<file path="config.mk">
export PLATFORM = sky130hd
export DESIGN_NAME = arb_compete
export DESIGN_NICKNAME = d
export VERILOG_FILES = /design/src/rtl/arb_pkg.sv /design/src/rtl/arb_num_latch.sv /design/src/rtl/arb_rx.sv /design/src/rtl/arb_drive.sv /design/src/rtl/arb_judge.sv /design/src/rtl/arb_compete.sv
export SDC_FILE = /design/constraint.sdc
export NUM_CORES = 1
export LEC_CHECK = 0
export BUFFER_PORTS_ARGS = -buffer_cell sky130_fd_sc_hd__buf_2
export CORE_MARGIN = 4
export CORE_UTILIZATION = 40
export DETAILED_ROUTE_END_ITERATION = 16
export GPL_ROUTABILITY_DRIVEN = 0
export PLACE_DENSITY = 0.79
export SLEW_MARGIN = 25
export SYNTH_ARGS = -nofsm -noshare
export SYNTH_HDL_FRONTEND = slang
export SYNTH_SLANG_ARGS = --single-unit
</file>
<file path="constraint.sdc">
create_clock -name clk_i -period 3.4 [get_ports clk_i]
set_input_delay 0.34 -clock clk_i [delete_from_list [all_inputs] [get_ports clk_i]]
set_output_delay 0.34 -clock clk_i [all_outputs]
set_load 0.01 [all_outputs]
</file>
<file path="src/rtl/arb_pkg.sv">
package arb_pkg;
  localparam int unsigned ARB_W_DEF = 8;

  typedef struct packed {
    logic all_ones;
    logic par_ok;
  } rx_flags_t;
endpackage

</file>
<file path="src/rtl/arb_num_latch.sv">
module arb_num_latch #(
  parameter int unsigned W = 8
) (
  input  logic         clk_i,
  input  logic         rst_ni,
  input  logic         le_ni,
  input  logic [W-1:0] num_i,
  input  logic         par_i,
  output logic [W:0]   num_o
);
  logic [W:0] hold_q;

  always_ff @(posedge clk_i or negedge rst_ni) begin
    if (!rst_ni)   hold_q <= '0;
    else if (le_ni) hold_q <= {par_i, num_i};
  end

  // open: pass-through; closed: last value seen open
  assign num_o = le_ni ? {par_i, num_i} : hold_q;
endmodule

</file>
<file path="src/rtl/arb_rx.sv">
module arb_rx #(
  parameter int unsigned W = 8
) (
  input  logic               rx_en_ni,
  input  logic [W:0]         level_i,
  output logic [W:0]         rx_o,
  output arb_pkg::rx_flags_t flags_o
);
  for (genvar i = 0; i <= W; i++) begin : g_rcv
    assign rx_o[i] = ~rx_en_ni & ~level_i[i];
  end

  assign flags_o.all_ones = ~rx_en_ni & (&rx_o[W-1:0]);
  assign flags_o.par_ok   = rx_en_ni | (^rx_o);
endmodule

</file>
<file path="src/rtl/arb_drive.sv">
module arb_drive #(
  parameter int unsigned W = 8
) (
  input  logic         cmp_ni,
  input  logic [W:0]   num_i,
  input  logic [W-1:0] rx_i,
  output logic [W:0]   pull_o
);
  logic lost;

  // MSB first: a loss at any higher position silences the bits below it
  always_comb begin
    lost = 1'b0;
    for (int i = W - 1; i >= 0; i--) begin
      pull_o[i] = ~cmp_ni & num_i[i] & ~lost;
      lost      = lost | (rx_i[i] & ~num_i[i]);
    end
    pull_o[W] = ~cmp_ni & num_i[W] & ~lost;
  end
endmodule

</file>
<file path="src/rtl/arb_judge.sv">
module arb_judge #(
  parameter int unsigned W = 8
) (
  input  logic         cmp_ni,
  input  logic         rx_en_ni,
  input  logic         settle_i,
  input  logic [W-1:0] num_i,
  input  logic [W-1:0] rx_i,
  output logic         win_no
);
  logic eq, gt, hit;

  always_comb begin
    eq = 1'b1;
    gt = 1'b0;
    for (int i = W - 1; i >= 0; i--) begin
      gt = gt | (eq & num_i[i] & ~rx_i[i]);
      eq = eq & ~(num_i[i] ^ rx_i[i]);
    end
    hit    = cmp_ni ? gt : eq;
    win_no = ~(settle_i & ~rx_en_ni & hit);
  end
endmodule

</file>
<file path="src/rtl/arb_compete.sv">
module arb_compete #(
  parameter int unsigned W = arb_pkg::ARB_W_DEF
) (
  input  logic         clk_i,
  input  logic         rst_ni,
  input  logic [W-1:0] num_i,
  input  logic         num_par_i,
  input  logic         le_ni,
  input  logic         cmp_ni,
  input  logic         rx_en_ni,
  input  logic         settle_i,
  input  logic [W:0]   ab_level_i,
  output logic [W:0]   ab_pull_o,
  output logic         win_no,
  output logic         all_ones_o,
  output logic         par_err_no
);
  localparam int unsigned FW = W + 1;

  logic [FW-1:0]      num_eff;
  logic [FW-1:0]      rx;
  arb_pkg::rx_flags_t flags;

  arb_num_latch #(.W(W)) u_latch (
    .clk_i (clk_i),
    .rst_ni(rst_ni),
    .le_ni (le_ni),
    .num_i (num_i),
    .par_i (num_par_i),
    .num_o (num_eff)
  );

  arb_rx #(.W(W)) u_rx (
    .rx_en_ni(rx_en_ni),
    .level_i (ab_level_i),
    .rx_o    (rx),
    .flags_o (flags)
  );

  arb_drive #(.W(W)) u_drive (
    .cmp_ni(cmp_ni),
    .num_i (num_eff),
    .rx_i  (rx[W-1:0]),
    .pull_o(ab_pull_o)
  );

  arb_judge #(.W(W)) u_judge (
    .cmp_ni  (cmp_ni),
    .rx_en_ni(rx_en_ni),
    .settle_i(settle_i),
    .num_i   (num_eff[W-1:0]),
    .rx_i    (rx[W-1:0]),
    .win_no  (win_no)
  );

  assign all_ones_o = flags.all_ones;
  assign par_err_no = flags.par_ok;
endmodule

</file>
* Yosys cells after proc, flatten, opt, wreduce, memory -nomap -nowiden
Index checks and enable logic that the tools add are counted. Widths: inputs -> output; s select.
Word-level totals: bits of input ports 24, output and inout port bits 12, flip-flop bits (word level) 9, word-level logic and storage cells 131
Operators by class: bitwise operators 126, reductions and logical operators 2, muxes and demuxes 2
Operator list (count):
- $and 1x1->1 | 59
- $not 1->1 | 44
- $or 1x1->1 | 15
- $mux 9 | 1
- $reduce_xor 9->1 | 1
- $reduce_and 8->1 | 1
- $xor 1x1->1 | 8
- $mux 1 | 1

* Longest topological paths before layout
word-level depth 16, mapped depth 8, gate-level depth less buffers 7

* Modules after synthesis
Synthesis repeated with hierarchy kept, for this count alone.
Unflattened totals: cell total of the unflattened synthesis 92, area total of the unflattened synthesis 912.1 µm²
Modules (own cells, without submodules):
- arb_num_latch | area an instance 371.6 µm², sequential area each 225.2 µm², cells an instance 19, instances 1
- arb_judge | area an instance 215.2 µm², sequential area each 0.0 µm², cells an instance 29, instances 1
- arb_drive | area an instance 181.4 µm², sequential area each 0.0 µm², cells an instance 24, instances 1
- arb_rx | area an instance 143.9 µm², sequential area each 0.0 µm², cells an instance 20, instances 1

* Worst setup path after synthesis
Ideal clock, no wire load.
kind input port to output port, start point input port le_ni, end point output port ab_pull_o[8], arrival 2.326 ns, required time 3.060 ns, slack 0.734 ns, stages 7, path buffers 1, path through buf_2 > mux2i_1 > ha_1 > or4_4 > or4_1 > or2_1 > nor3b_2
On the way: cells in the longest elaborated chain, start to end 12, elaborated cells on any way between the ends 27, classes of those cells mux: 1; bitwise: 26
Ends and longest elaborated chain:
- start, declared | RTL line arb_compete.sv:8 | input logic le_ni,
- $mux 9 (*)
- $not 1->1 | RTL line arb_drive.sv:16 | lost = lost | (rx_i[i] & ~num_i[i]);
- $and 1x1->1 | RTL line arb_drive.sv:16
- $or 1x1->1 (7 in series) | RTL line arb_drive.sv:16
- $not 1->1 | RTL line arb_drive.sv:18 | pull_o[W] = ~cmp_ni & num_i[W] & ~lost;
- $and 1x1->1 (*) | RTL line arb_drive.sv:18
- end, declared | RTL line arb_compete.sv:13 | output logic [W:0] ab_pull_o,
Every way passes the cells marked *; elsewhere a longest branch is shown, timed or not.

* Final worst setup path
Ends and elaborated chain as after synthesis.

==> results.txt <==
Post-synth EDFFs -> 0
gate count of the mapped netlist -> 87
CTS tree -> built
startpoint type of the worst setup path -> primary input
slew margin rel. -> 70.7%
Max H-tree Level -> 1
global-route wire length before repair -> 2970 um
pin count of the biggest net entering global routing -> 14
Pins Over Slew Limit -> 0
Antenna Nets Post-Route -> 0
post-route cell area -> 1020 um2
Simple-Gate Fraction of Synth Area -> 21.0%
Detailed Route Iter0 Violations -> 3
Arr. time, crit path -> 2.49 ns
Tcrit/Tclk final -> 83.3%
Die Area -> 2740 um2
initial antenna violation count -> 0
Die W -> 52.4 um
Worst Skew -> 0 ns
dpl ws -> 0.552 ns
internal cell power -> 0.000220 W
main combinational cell family by area after synthesis -> simple AND/OR/NAND/NOR gates
DP Area -> 986 um2
fin cells -> 150
RR Endpoint -> u_latch.hold_q[3]$_DFF_PN0_
clock buffer depth -> 2
worst setup path endpoint -> ab_pull_o[8]
layout cells sized above 1 -> 32.8%
total CTS buffers -> 3
worst setup margin -> 0.568 ns
outcome -> complete, no violations
area leader, netlist -> dfrtp_1
Worst Hold Launch -> num_par_i
DRT Wirelength -> 1760 um
grt total ovfl -> 0
later-pin clock latency in the skew report -> 0.25 ns
sequential area share after synthesis -> 28.6%
Reg-to-Reg Start -> u_latch.hold_q[3]$_DFF_PN0_
Max Cap Viol -> 0
Synth top area share -> 28.6%
DR vias -> 742
vias per cell -> 4.95
Async SR Flop Fraction -> 100%
#FFs+latches synth -> 9
Peak Freq -> 0.353 GHz
XOR/XNOR Fraction of Synth Area -> 4.44%
Leak -> 0.567 nW
clk sink count -> 9
Biggest register -> u_latch.hold_q
Clock Pin Slew Worst Setup and Hold Paths -> 0.05 ns
row count -> 15
Final Hold Fails -> 0
area grow syn2layout -> 29.7%
Slowest cell on crit path -> or4_4
Top FF cell, synth -> dfrtp_1
First-pass DRT Iterations -> 2
FF-to-FF setup slack -> 2.49 ns
Largest regs -> u_latch.hold_q (9)
Root Buffer -> clkbuf_4
CP Cell Sequence -> buf_2, mux2i_1, ha_1, or4_4, or4_1, or2_1, nor3b_2, buf_2
Reg2Reg Depth -> 2
post-route setup TNS -> 0 ns
crit path time final -> 2.83 ns
Power Density -> 315 nW/um2
# setup viols final -> 0
mux cell area share after synthesis -> 11.6%
Compound-Gate Fraction of Synth Area -> 7.94%
post-CTS setup buffer count -> 0
VDD IR-drop max -> 0.121 mV
Comb power frac -> 38.5%
Clock power frac -> 24.0%
port bufs -> 35
RSZ-0062 raised after global routing -> no
Post-Synth Adder-Cell Area -> 20.6%
I/O pins -> 36
Net Count, Synth -> 124
worst slew pin tran -> 0.428 ns
Setup crit end kind -> output pin
cells resized by post-CTS repair -> 0
main area contributors after synthesis -> dfrtp_1 (29%), ha_1 (21%), mux2i_1 (10%)
synthesized area per cell -> 9.06 um2
WS Path Type -> primary input to output pin
Post-Syn Area -> 788 um2
number of global-route vias before repair -> 757
CP required -> 3.06 ns
DR WL/cell -> 11.8 um
DRC viols -> 0
n_diodes -> 0
Total GRT Usage -> 14.7%
core box area -> 1800 um2
synth warn -> 0
Starting Density -> 43.7%
Worst Hold Class -> primary input to flop
max FFs per register -> 9
Yosys cell types -> 28
Sw Share -> 31.6%
crit path from -> le_ni
DP Cell Count -> 145
CP most frequent cell -> buf_2
Die Ht -> 52.4 um
number of nets in the layout -> 163
CP peak stage delay -> 0.50 ns
sequential power share -> 37.5%
critical path peak fanout -> 9
hpwl dp -> 1560 um
P_sw -> 0.000102 W
[worst min path at each step]
stage,end,slack [ns],cells past startpoint
after CTS,u_latch.hold_q[8]$_DFF_PN0_,0.33,2
after global routing,u_latch.hold_q[8]$_DFF_PN0_,0.34,2
final,u_latch.hold_q[8]$_DFF_PN0_,0.34,2
after global placement,u_latch.hold_q[5]$_DFF_PN0_,0.19,1
after floorplan,u_latch.hold_q[0]$_DFF_PN0_,0.04,0
after detailed placement,u_latch.hold_q[4]$_DFF_PN0_,0.19,1
[cell families after synthesis]
| group | Yosys count |
|---|---|
| AOI/OAI and AO/OA | 9 |
| xor gates and xnor gates | 4 |
| adders and majority gates | 13 |
| buffers and inverters | 12 |
| DFF | 9 |
| muxes | 9 |
| and+or+nand+nor | 31 |
[area by class of cell]
class | instances | area (um2)
Fill cell | 186 | 779
Tap cell | 25 | 31.3
Clock buffer | 4 | 26.3
Multi-Input combinational cell | 66 | 517
Timing Repair Buffer | 36 | 185
Inverter | 10 | 37.5
Sequential cell | 9 | 225
[Yosys cell counts (2+ instances only)]
cell type / count
inv_1: 10
and3_1: 2
nand2_1: 3
o21ai_1: 2
nor4_1: 2
nor3_1: 3
xnor2_1: 4
ha_1: 13
o21ai_0: 2
dfrtp_1: 9
nor2_1: 13
mux2i_1: 8
[metrics by stage]
step	util (%)	total power, W	hold slack [ns]
after floorplan	-	0.000204	0.0444
after global placement	54.7	0.000241	0.192
after detailed placement	54.7	0.000247	0.193
after CTS	56.7	0.000328	0.333
after global routing	56.7	0.000350	0.340
final	56.7	0.000322	0.343
[worst max-delay path: cells and delay by family]
| family | cells | cell delay [ns] |
|---|---|---|
| adder cells (fa/ha/maj) | 1 | 0.26 |
| buffers and inverters | 2 | 0.37 |
| multiplexers | 1 | 0.19 |
| AND/OR/NAND/NOR | 4 | 1.33 |
[routing by layer]
metal	up-vias	global-route usage [%]	share of wire, %
li1	382	-	-
met1	326	17.1	45
met2	31	24.6	45
met3	3	3.42	8.3
met4	0	7.66	1.6
met5	-	0	0
[power by group through the flow]
| stage | registers, W | logic (W) | clock network [W] |
|---|---|---|---|
| 2_1_floorplan | 0.000122 | 0.0000827 | 0 |
| 3_3_place_gp | 0.000122 | 0.000119 | 0 |
| 3_5_place_dp | 0.000123 | 0.000125 | 0 |
| 4_1_cts | 0.000121 | 0.000126 | 0.0000812 |
| 5_1_grt | 0.000122 | 0.000142 | 0.0000863 |
| 6_report | 0.000121 | 0.000124 | 0.0000773 |
[cell usage in the layout, fill, tap and decap left out]
master         count
nand2b_1           1
buf_2             35
o21ai_1            2
nor2b_1            1
dfrtp_1            9
clkbuf_1           1
nand3b_1           1
xnor2_1            4
nor4_1             2
nor3_1             3
nand2_1            3
dlygate4sd3_1      1
mux2_2             1
o32ai_1            1
nor2_1            13
o22ai_1            1
or2_1              1
clkbuf_4           3
or4_4              1
ha_1              13
a41oi_1            1
and3_1             2
inv_1             10
nor3b_2            1
a2111o_1           1
o21ai_0            2
or4_1              1
a211oi_1           1
mux2i_1            8
nor3b_1            1
[repair_timing]
item                                    in CTS  in global routing
endpoints found under the setup margin       0                  0
hold endpoints to repair                     9                  0
hold buffers                                 1                  0
Power figures use the tool's default switching activity.
